<file path="src/rtl/seqchk_pkg.sv">
package seqchk_pkg;

    parameter int TAG_W = 4;
    localparam int TAG_MOD = 1 << TAG_W;

    typedef logic [TAG_W-1:0] tag_t;

    // One qualified response as seen on the bus
    typedef struct packed {
        logic valid;
        tag_t tag;
    } resp_t;

    typedef enum logic {
        CHK_ACTIVE = 1'b0,
        CHK_HALTED = 1'b1
    } chk_state_e;

    function automatic tag_t tag_succ(input tag_t t);
        return tag_t'((int'(t) + 1) % TAG_MOD);
    endfunction

endpackage

</file>
<file path="src/rtl/seq_fault_ctl.sv">
module seq_fault_ctl
    import seqchk_pkg::*;
(
    input  logic  clk,
    input  logic  rst,
    input  resp_t resp,
    input  tag_t  expected,
    input  logic  status_clr,
    output logic  mismatch,
    output logic  fault_pulse,
    output logic  status_bit,
    output logic  halted
);
    chk_state_e state_q;
    logic       pulse_q;
    logic       sticky_q;

    assign mismatch = resp.valid && (resp.tag != expected);

    always_ff @(posedge clk) begin
        if (rst) begin
            state_q  <= CHK_ACTIVE;
            pulse_q  <= 1'b0;
            sticky_q <= 1'b0;
        end else begin
            pulse_q <= mismatch;
            if (mismatch)
                state_q <= CHK_HALTED;
            // set has priority over a simultaneous clear
            if (mismatch)
                sticky_q <= 1'b1;
            else if (status_clr)
                sticky_q <= 1'b0;
        end
    end

    assign fault_pulse = pulse_q;
    assign status_bit  = sticky_q;
    assign halted      = (state_q == CHK_HALTED);
endmodule

</file>
<file path="config.mk">
export PLATFORM = sky130hd
export DESIGN_NAME = seq_fault_ctl
export DESIGN_NICKNAME = d
export VERILOG_FILES = /design/src/rtl/seqchk_pkg.sv /design/src/rtl/seq_fault_ctl.sv
export SDC_FILE = /design/constraint.sdc
export NUM_CORES = 1
export LEC_CHECK = 0
export BUFFER_PORTS_ARGS = -buffer_cell sky130_fd_sc_hd__buf_2
export CAP_MARGIN = 20
export CELL_PAD_IN_SITES_DETAIL_PLACEMENT = 1
export CELL_PAD_IN_SITES_GLOBAL_PLACEMENT = 1
export CORE_AREA = 2 2 39 41
export CTS_CLUSTER_DIAMETER = 60
export DETAILED_ROUTE_END_ITERATION = 6
export DIE_AREA = 0 0 41 43
export GPL_TIMING_DRIVEN = 0
export HOLD_SLACK_MARGIN = 0.08
export PLACE_DENSITY_LB_ADDON = 0.08
export SYNTH_ARGS = -nofsm -noshare
export SYNTH_HDL_FRONTEND = slang
export SYNTH_SLANG_ARGS = --single-unit
</file>
<file path="constraint.sdc">
create_clock -name clk -period 0.9 [get_ports clk]
set_input_delay 0.135 -clock clk [delete_from_list [all_inputs] [get_ports clk]]
set_output_delay 0.135 -clock clk [all_outputs]
set_load 0.01 [all_outputs]
</file>
==> out/summary.txt, run 1 <==
max cap viols: 0
vias in the first global route: 192
placement row count: 14
synth-to-layout area growth: 117.1%
status: finished, violations left
total wire length: 425 um
synth unique cells: 7
die width: 41 um
Setup crit end kind: output port
Post-Synth XOR/XNOR Area: 25.23%
IO Count: 16
post-synthesis simple-gate area fraction: 7.207%
peak supply drop: 0.3721 mV
Sw Share: 23.44%
n_diodes: 0
failing checks: setup timing
class of the worst hold path: input pin to flop
largest net degree at the start of global routing: 4
clock buffer count from CTS: 3
DP Area: 234.0 um^2
Pleak: 0.0001584 uW
area share of fa/ha/maj cells after synthesis: 0%
crit path max fanout: 2
clk slew on worst S/H paths: 40 ps
I/O Buffers: 15
number of synthesized flops with an enable pin: 0
NetSw: 112.5 uW
Warnings, synthesis: 0
residual DRC count: 0
First DRT Iteration DRCs: 3
post-synthesis compound-gate area fraction: 18.92%
hold slack: 166.2 ps
register share of total power: 30.7%
Rel. slew slack: 80.40%
power share of the combinational group: 20.4%
Setup crit start: resp[2]
asr flop ratio synth: 0%
global-route total usage across every layer: 7.924%
sequential area share after synthesis: 43.24%
clock tree sinks: 3
GRT overflow: 0
cell area after synthesis: 138.9 um^2
PD cells: 1592 nW/um^2
final critical-path required period: 1100 ps
DR vias/cell: 3.404
synthesized area per cell: 9.920 um^2
ANT nets after route: 0
Starting Density: 10.04%
initial antenna violation count: 0
Int Pwr: 367.6 uW
H-tree levels: 1
Layout Skew: 0 ps
Final Cell Area: 301.5 um^2
Worst R2R End: status_bit
Root Buffer: clkbuf_4
Peak Freq: 909.1 MHz
setup TNS: -302.8 ps
final net count: 49
hpwl dp: 333.6 um
crit start category: input pin
area share of the largest cell type after synthesis: 43.24%
Max Root-Sink Buffers: 2
fillcell total: 174
clock power share: 48.9%
Worst Path Class, Setup: input pin to output port
first-pass GRT wire length: 834 um
setup slack after layout: -200.0 ps
mux contribution to synthesized area: 0%
Setup crit end: mismatch
RSZ-0062 raised after global routing: true
register bit total from synthesis: 3
Area contributors post-synth: dfxtp_1 43%, xor2_1 25%, o41ai_2 12%, a21oi_1 7.2%, inv_1 5.4%
R2R Setup Slk: 350 ps
largest area contributor in the netlist: dfxtp_1
Reg2Reg Depth: 2
Avg WL per Cell: 8.173 um
largest family of logic cells by synthesized area: XOR/XNOR gates
die area: 1763 um^2
Die Y: 43 um
Post-Syn Nets: 26
crit share post-route: 122.2%
CP arrival: 960 ps
Final Hold Viols: 0
total power: 480.1 uW
Slew @ Worst Pin: 290.8 ps
CTS tree: done
via count: 177
gp weighted congestion: 0.5449
post-synthesis cell count: 14
final-report max-slew violation count: 0
predominant post-synthesis flop cell: dfxtp_1
count leader, synth: xor2_1
share of layout cells above drive strength 1: 58.33%
reg2reg start: status_bit
core area: 1384 um^2
top cells by count, synth: 4 x xor2_1, 3 x dfxtp_1, 2 x a21oi_1, 2 x inv_1
Pre-antenna DRT Iters: 2
final setup violation count: 4
Skew-Pair Late Insertion Delay: 230 ps
required time worst endpoint: 760 ps
worst max-delay path, cell delays in order:
cell	delay, ps
buf_6	90
xor2_1	150
o41ai_2	380
inv_1	70
buf_2	140
power groups by stage:
stage	Sequential [uW]	Combinational [uW]	Clock (uW)
6_report	147	98.1	235
5_1_grt	149	111	265
4_1_cts	147	100	251
3_5_place_dp	149	79.1	0
3_3_place_gp	149	78.7	0
2_1_floorplan	155	29.4	0
what timing repair did:
action / CTS / global route
pin swaps: 2 / 0
hold endpoints to repair: 2 / 0
gates resized for setup: 3 / 0
gates cloned: 0 / 0
setup endpoints to repair: 3 / 4
setup buffers: 3 / 0
hold buffers: 1 / 0
layer usage:
| metal | track usage (%) | vias to the layer above | part of all wire, % |
|---|---|---|---|
| li1 | - | 88 | - |
| met1 | 8.974 | 80 | 42 |
| met2 | 8.438 | 9 | 45 |
| met3 | 7.853 | 0 | 13 |
| met4 | 6.000 | 0 | 0 |
| met5 | 0 | - | 0 |
how the worst min path moves through the flow:
stage          cells after the start  startpoint    endpoint
2_1_floorplan                      1         rst      halted
3_3_place_gp                       2         rst  status_bit
3_5_place_dp                       2         rst  status_bit
4_1_cts                            3  status_clr  status_bit
5_1_grt                            3  status_clr  status_bit
6_report                           3  status_clr  status_bit
placed cells by master, fill, tap and decap left out, types with 2 or more instances in the layout:
master and count:
a21oi_1 2, buf_2 13, clkbuf_4 3, buf_6 3
dfxtp_1 3, inv_1 2, xor2_1 4
flip-flops by register name (all words and copies together) (netlist names):
| signal | count |
|---|---|
| halted | 1 |
| fault_pulse | 1 |
| status_bit | 1 |
cell families (layout without fill, tap and decap cells):
logic type | Yosys count | in the layout
simple gates | 2 | 2
buf+inv | 2 | 24
xor+xnor | 4 | 4
flops | 3 | 3
compound gates | 3 | 3
layout make-up:
cell class | count | area, um^2 | area share, %
clock buffer | 4 | 26.28 | 8.714
tap | 16 | 20.02 | 6.639
multi-input combinational | 9 | 71.32 | 23.65
timing repair buffer | 18 | 116.4 | 38.59
sequential | 3 | 60.06 | 19.92
inverter | 2 | 7.507 | 2.490
metrics by stage:
stage,std cells,setup WS (ps),util (%)
after floorplan,14,-81.32,-
after global placement,45,-416.2,16.91
after detailed placement,45,-385.6,16.91
after CTS,52,-203.9,21.79
after global routing,52,-260.6,21.79
final,52,-200.0,21.79
Power figures use the tool's default switching activity.
==> run 2, diff against run 1 <==
--- a/config.mk
+++ b/config.mk
@@ -16,6 +16,7 @@
 export GPL_TIMING_DRIVEN = 0
 export HOLD_SLACK_MARGIN = 0.08
 export PLACE_DENSITY_LB_ADDON = 0.08
+export RECOVER_POWER = 100
 export SYNTH_ARGS = -nofsm -noshare
 export SYNTH_HDL_FRONTEND = slang
 export SYNTH_SLANG_ARGS = --single-unit
==> run 2 against run 1 <==
Sequential power about the same. The run still ends with setup timing left. Critical path depth unchanged. Clock power about the same. Sequential cell count unchanged. Critical endpoint unchanged. First-iteration DRC count unchanged. Largest cell class unchanged. Final cell count unchanged. Worst setup slack unchanged.
==> out/summary.txt, run 2 (synthesis results as in run 1) <==
Routed met1 length: 181 um
clock tree sinks: 3
crit path max fanout: 2
NetSw: 112.9 uW
global-route total usage across every layer: 7.924%
n_diodes: 0
final-report max-slew violation count: 0
final net count: 49
I/O Buffers: 15
PD cells: 1597 nW/um^2
Starting Density: 10.04%
register share of total power: 30.8%
Rel. slew slack: 80.40%
IO Count: 16
Root Buffer: clkbuf_4
Pleak: 0.0001543 uW
DR WL met3: 54 um
clk slew on worst S/H paths: 40 ps
total wire length: 426 um
placement row count: 14
most frequent cells in the layout: 10 x buf_2, 4 x xor2_1, 3 x clkbuf_4, 3 x dfxtp_1, 3 x buf_6
share of layout cells above drive strength 1: 55.56%
required time worst endpoint: 760 ps
CTS tree: done
top routing layer in use: met3
clock buffer count from CTS: 3
GRT overflow: 0
DR vias/cell: 3.404
most common cell after layout, fill and taps aside: buf_2
crit start category: input pin
ANT nets after route: 0
synth-to-layout area growth: 116.2%
power share of the combinational group: 20.3%
total power: 479.7 uW
Max Root-Sink Buffers: 2
Worst Path Class, Setup: input pin to output port
die width: 41 um
R2R Setup Slk: 340 ps
core area: 1384 um^2
final critical-path required period: 1100 ps
vias in the first global route: 192
first-pass GRT wire length: 834 um
status: finished, violations left
Layout Skew: 0 ps
Sw Share: 23.54%
Setup crit end kind: output port
RSZ-0062 raised after global routing: true
H-tree levels: 1
setup slack after layout: -200.0 ps
die area: 1763 um^2
Avg WL per Cell: 8.192 um
class of the worst hold path: input pin to flop
Pre-antenna DRT Iters: 2
Final Hold Viols: 0
Final Core Density: 21.70%
CP arrival: 960 ps
Int Pwr: 366.8 uW
largest net degree at the start of global routing: 4
Skew-Pair Late Insertion Delay: 230 ps
fillcell total: 175
via count: 177
metal2 WL: 190 um
Die Y: 43 um
gp weighted congestion: 0.5449
crit share post-route: 122.2%
clock power share: 48.9%
First DRT Iteration DRCs: 3
initial antenna violation count: 0
max cap viols: 0
residual DRC count: 0
failing checks: setup timing
hpwl dp: 333.6 um
Peak Freq: 909.1 MHz
Slew @ Worst Pin: 290.8 ps
final setup violation count: 4
peak supply drop: 0.3723 mV
==> run 2: layout make-up <==
| class | instances | area, um^2 | area share [%] |
|---|---|---|---|
| multi-input combinational | 9 | 71.32 | 23.75 |
| inverter | 2 | 7.507 | 2.500 |
| clock buffer | 4 | 26.28 | 8.750 |
| timing repair buffer | 18 | 115.1 | 38.33 |
| sequential | 3 | 60.06 | 20.00 |
| tap | 16 | 20.02 | 6.667 |
==> run 2: per-layer routing <==
| metal | track usage [%] | vias to the layer above |
|---|---|---|
| met5 | 0 | - |
| met4 | 6.000 | 0 |
| met3 | 7.853 | 0 |
| met2 | 8.438 | 9 |
| met1 | 8.974 | 80 |
| li1 | - | 88 |
==> run 2: stage by stage <==
step / setup slack [ps] / std cells / hold slack (ps) / setup TNS (ps) / instance area [um^2]
floorplan: -81.32 / 14 / 204.1 / -176.5 / 138.9
global placement: -416.2 / 45 / 329.3 / -1318 / 234.0
detailed placement: -385.6 / 45 / 331.6 / -1194 / 234.0
CTS: -203.9 / 52 / 157.2 / -281.3 / 301.5
global route: -260.6 / 52 / 191.6 / -514.4 / 300.3
finish: -200.0 / 52 / 166.2 / -302.8 / 300.3
==> run 2: power groups by stage <==
stage / combinational [uW] / clock, uW / sequential (uW)
detailed placement: 79.1 / 0 / 149
floorplan: 29.4 / 0 / 155
finish: 97.3 / 235 / 148
CTS: 100 / 251 / 147
global route: 110 / 265 / 149
global placement: 78.7 / 0 / 149
==> run 2: path summary, 6_finish.rpt <==
path / depth (start not counted) / startpoint / endpoint
min: 3 / status_clr / status_bit
max: 5 / resp[2] / mismatch
max reg2reg: 2 / status_bit / status_bit
min reg2reg: 2 / halted / halted
==> run 2: timing repair <==
item,CTS,global route
buffers inserted,3,0
resized for setup,3,0
cloned,0,0
pin swaps,2,0
hold endpoints to repair,2,0
endpoints found under the setup margin,3,4
hold buffers,1,0
==> run 2: worst max-delay path, cell delays in order <==
cell	delay [ps]
buf_6	90
xor2_1	150
o41ai_2	380
inv_1	70
buf_2	140
